==> config.mk <==
export PLATFORM = sky130hd
export DESIGN_NAME = wr_strobe_latch
export DESIGN_NICKNAME = d
export VERILOG_FILES = /design/src/rtl/wr_strobe_latch.sv
export SDC_FILE = /design/constraint.sdc
export NUM_CORES = 1
export LEC_CHECK = 0
export ABC_AREA = 1
export BUFFER_PORTS_ARGS = -buffer_cell sky130_fd_sc_hd__buf_2
export CORE_MARGIN = 5
export CORE_UTILIZATION = 46
export DETAILED_ROUTE_END_ITERATION = 7
export MAX_ROUTING_LAYER = met4
export PLACE_DENSITY = 0.73
export SYNTH_ARGS = -nofsm -noshare
export SYNTH_HDL_FRONTEND = slang
export SYNTH_SLANG_ARGS = --single-unit
==> constraint.sdc <==
create_clock -name clk_i -period 1.09 [get_ports clk_i]
set_input_delay 0.0545 -clock clk_i [delete_from_list [all_inputs] [get_ports clk_i]]
set_output_delay 0.0545 -clock clk_i [all_outputs]
set_load 0.01 [all_outputs]
==> src/rtl/wr_strobe_latch.sv <==
module wr_strobe_latch #(
  parameter int SEL_W   = 4,
  parameter int PC_CODE = 1,
  localparam int NREG   = (1 << SEL_W) - 2
) (
  input  logic             clk_i,
  input  logic             rst_ni,
  input  logic             ph2_i,
  input  logic [SEL_W-1:0] wsel_i,
  input  logic [1:0]       isel_i,
  input  logic             inhpf_i,
  input  logic             ir_ld_i,
  input  logic             dph_ld_i,
  input  logic             be_ni,
  output logic [NREG-1:0]  reg_we_o,
  output logic [2:0]       inc_we_o,
  output logic             ir_ld_o,
  output logic             dph_ld_o,
  output logic             rw_n_o,
  output logic             pc_sw_o,
  output logic             dp_sw_o
);
  localparam logic [SEL_W-1:0] MEM_CODE = '1;

  logic [NREG-1:0] dec_reg, cap_reg;
  logic [2:0]      dec_inc, cap_inc;
  logic            cap_ir, cap_dph, cap_mem, ph2_q, act_q;
  logic            start, finish;

  always_comb begin
    dec_reg = '0;
    for (int k = 1; k <= NREG; k++)
      if (wsel_i == SEL_W'(k)) dec_reg[k-1] = 1'b1;
    if (inhpf_i) dec_reg[PC_CODE-1] = 1'b0;
  end

  assign dec_inc = {isel_i == 2'd3, isel_i == 2'd2, (isel_i == 2'd1) & ~inhpf_i};
  assign start   = ph2_i & ~ph2_q;
  assign finish  = ph2_q & ~ph2_i;

  always_ff @(posedge clk_i) begin
    if (!rst_ni) begin
      ph2_q <= 1'b0; act_q <= 1'b0;
      cap_reg <= '0; cap_inc <= '0; cap_ir <= 1'b0; cap_dph <= 1'b0; cap_mem <= 1'b0;
      reg_we_o <= '0; inc_we_o <= '0; ir_ld_o <= 1'b0; dph_ld_o <= 1'b0;
    end else begin
      ph2_q <= ph2_i;
      if (start) begin
        act_q   <= 1'b1;
        cap_reg <= dec_reg;
        cap_inc <= dec_inc;
        cap_ir  <= ir_ld_i;
        cap_dph <= dph_ld_i;
        cap_mem <= (wsel_i == MEM_CODE);
      end else if (finish) begin
        act_q <= 1'b0;
      end
      reg_we_o <= finish ? cap_reg : '0;
      inc_we_o <= finish ? cap_inc : '0;
      ir_ld_o  <= finish & cap_ir;
      dph_ld_o <= finish & cap_dph;
    end
  end

  assign rw_n_o  = ~(act_q & cap_mem & ~be_ni);
  assign pc_sw_o = (isel_i == 2'd1);
  assign dp_sw_o = (isel_i == 2'd2);

  AST_STROBE_ONEHOT: assert property (@(posedge clk_i) disable iff (!rst_ni)
    $onehot0(reg_we_o));
  AST_STROBE_AFTER_PH2: assert property (@(posedge clk_i) disable iff (!rst_ni)
    (|reg_we_o) |-> ($past(ph2_i, 2) && !$past(ph2_i)));
  AST_LOAD_SINGLE_PULSE: assert property (@(posedge clk_i) disable iff (!rst_ni)
    (ir_ld_o || dph_ld_o) |=> !(ir_ld_o || dph_ld_o));
  AST_RW_IN_PHASE: assert property (@(posedge clk_i) disable iff (!rst_ni)
    !rw_n_o |-> $past(ph2_i));
  AST_RW_BUS_ENABLED: assert property (@(posedge clk_i) disable iff (!rst_ni)
    !rw_n_o |-> !be_ni);
endmodule

==> impl_results.md <==
* Initial core utilization at 47.3%
* XOR/XNOR Fraction of Synth Area at 0%
* Worst-path fanout max at 8
* GRT Max-Usage Layer: met2
* Period utilization at 101%
* Die Width at 65.6 um
* Clock skew at approximately 13 ps
* CTS max path bufs at 2
* Int Pwr at 1860 uW
* DR WL/cell at 10.7 um
* YS warnings at 0
* Synth unique cells at 15
* Sequential fraction of the synthesis area at between 50% and 60%
* Layout area overhead at 32.6%
* Slew Limit Fails at 0
* Worst-skew pair later-pin latency at approximately 340 ps
* Failing checks: negative setup slack
* Met3 usage at 5.30%
* Post-synth EDFFs at 0
* Relative slew slack at 78.0%
* Antenna violations before repair at 0
* Worst Hold Path EP: cap_inc[0]
* ANT cells at 0
* Commonest cells post-synth: 43 x nor2_1, 41 x dfxtp_1, 29 x inv_1
* Fin Hold WS at 7.44 ps
* Clk slew on worst S/H paths at 100 ps
* Req. time, crit path at between 1000 and 1500 ps
* Router iterations before antenna repair at 4
* RR Startpoint: ph2_q
* Crit-path slowest cell: dfxtp_2
* Final WS setup at -14.4 ps
* Pwr Total at 2440 uW
* Placed Cells at between 200 and 250
* Status: complete, but fails checks
* Total gr overflow at 0
* Vias in the first global route at 1118
* Pleak at between 0.0008 and 0.0009 uW
* Non-Filler Instances at 262
* Cell Chain, Critical Path: inv_2 > ha_4 > buf_6 > buf_6 > nor2_2 > nor2_1 > nor2_1
* Part of the power in registers at 62.8%
* Placer Congestion at 0.857
* Peak supply drop at between 600 and 700 uV
* Final Setup Violations at 4
* Startpoint Class: register
* Top FF cell, synth: dfxtp_1
* Setup Fix Bufs, Post-CTS at 0
* Largest family of logic cells by synthesized area: simple AND/OR/NAND/NOR gates
* Hold Path Cell Cnt at 4
* Num rows at 20
* CTS root buf: clkbuf_4
* Vias per cell at approximately 4.7
* Sw power at between 500 and 600 uW
* Via Count at ~1.2k
* Die H at 65.6 um
* RSZ-0062 raised after global routing: true
* Compound-cell area share of the yosys netlist at 7.93%
* Clk sinks at 41
* Clock share of power at 27.0%
* Slowest Stage Delay on Critical Path at 340 ps
* Endpoint type of the worst setup path: register
* First-pass GRT wire length at about 4800 um
* Mapped cell area at 1420 sq um
* Post-layout min period at 1100 ps
* Async SR Flop Fraction at 0%
* Pwr dens at 1300 nW/um^2
* Crit path kind: reg2reg
* Tot GR Track Use at 15.0%
* I/O Buffers at 34
* Syn nets at 193
* Initial drt markers at 21
* R2R setup slack at -10 ps
* Avg Inst Size Synth at around 8 sq um
* GRT met1 Usage at 17.2%
* Sw Ratio at 24.0%
* DRC violations left at 0
* Final WL at 2810 um
* CTS tree: done
* Top-count cell post-synth: nor2_1
* Total Nets Final at 245
* Fmax at 0.906 GHz
* Reg2Reg Capture Point: cap_reg[13]
* Post-place setup slack at -106 ps
* Synth Area in Adders at under 10%
* Synth area leaders: dfxtp_1 58%, nor2_1 11%, inv_1 7.7%
* TritonCTS Buffers at 5
* # IOs at 35
* Worst Hold Class: in2reg
* Yosys top cell by area: dfxtp_1
* Simple-Gate Fraction of Synth Area at ~22%
* Combinational share of power at 10.2%
* Post-synthesis mux area share at 0%
* Worst Hold Launch: inhpf_i
* HPWL after DPL at 1860 um
* Max-Cap Viols at 0
* Pin count of the biggest net entering global routing at 20
* Gate Count Post-Synth at roughly 180
* Detail Route Antenna Nets at 0
* Core ar. at around 3000 sq um
* #FFs+latches synth at 41
* Critical Path AT at 1320 ps
* CTS H-tree depth at 2
* Share of the synthesized area in the top cell type at between 50 and 60%
* Die area at 4300 sq um
* Layout cells sized above 1 at 31.0%
* Final Hold Vio Count at 0
* Least-Margin Pin Slew at 329 ps
* Grt met2 use at 23.0%
* R2R cell count at 7
[worst max-delay path by stage]
stage | startpoint | end
CTS | ph2_q | cap_mem
floorplan | ph2_q | act_q
detailed placement | ph2_q | cap_reg[0]
global route | ph2_q | cap_reg[11]
finish | ph2_q | cap_reg[13]
global placement | ph2_q | cap_reg[5]
[power by group through the flow]
| stage | sequential [uW] | clock, uW | combinational [uW] |
|---|---|---|---|
| final | 1530 | 660 | 249 |
| after global routing | 1540 | 778 | 276 |
| after CTS | 1530 | 677 | 226 |
| after detailed placement | 1570 | 0 | 193 |
| after global placement | 1570 | 0 | 192 |
| after floorplan | 1570 | 0 | 110 |
[cell families after synthesis]
group                    count (synthesis)
AO/OA/AOI/OAI                           22
adder cells (fa/ha/maj)                  2
buffers and inverters                   36
flip-flops                              41
AND/OR/NAND/NOR                         77
[cell type report]
| class | count | area (sq um) |
|---|---|---|
| Clock buffer | 5 | 37.5 |
| Sequential cell | 41 | 822 |
| Clock inverter | 1 | 5.00 |
| Tap cell | 33 | 41.3 |
| Fill cell | 276 | 1120 |
| Inverter | 31 | 121 |
| Timing Repair Buffer | 50 | 332 |
| Multi-Input combinational cell | 101 | 524 |
[layer usage]
layer,up-vias,share of wire (%)
li1,639,-
met5,-,0
met1,543,43
met4,0,1.6
met2,34,50
met3,4,5.8
[timing repair]
| item | 4_1_cts | 5_1_grt |
|---|---|---|
| hold buffers | 6 | 1 |
| gates cloned | 0 | 0 |
| gates resized for setup | 11 | 15 |
| setup endpoints to repair | 18 | 17 |
| endpoints found under the hold margin | 4 | 1 |
| pin swaps | 3 | 3 |
[cell usage in the layout, fill, tap and decap left out, types with 3 or more instances in the layout]
master | synthesis | layout
nor2_2 | 0 | 5
nand2_1 | 22 | 21
nor2_1 | 43 | 37
dfxtp_1 | 41 | 40
buf_4 | 0 | 5
buf_2 | 4 | 34
clkbuf_4 | 0 | 5
buf_6 | 1 | 3
nand3_1 | 9 | 6
a21oi_1 | 17 | 13
o21ai_0 | 4 | 4
inv_1 | 29 | 27
inv_2 | 2 | 3
a21oi_2 | 0 | 4
dlygate4sd3_1 | 0 | 7
[per-stage QoR]
step / TNS, ps / util (%) / cell area, sq um
5_1_grt: -705 / 62.7 / 1880
3_3_place_gp: -770 / 56.0 / 1680
4_1_cts: -2.76 / 60.7 / 1820
2_1_floorplan: 0 / - / 1420
3_5_place_dp: -1300 / 56.0 / 1680
6_report: -27.5 / 62.7 / 1880
[worst max-delay path: cells and delay by family (launching register included)]
family	cells	cell delay (ps)
flip-flops	1	340
buffers and inverters	3	330
AND/OR/NAND/NOR	3	170
adder cells (fa/ha/maj)	1	160
Power figures use the tool's default switching activity.
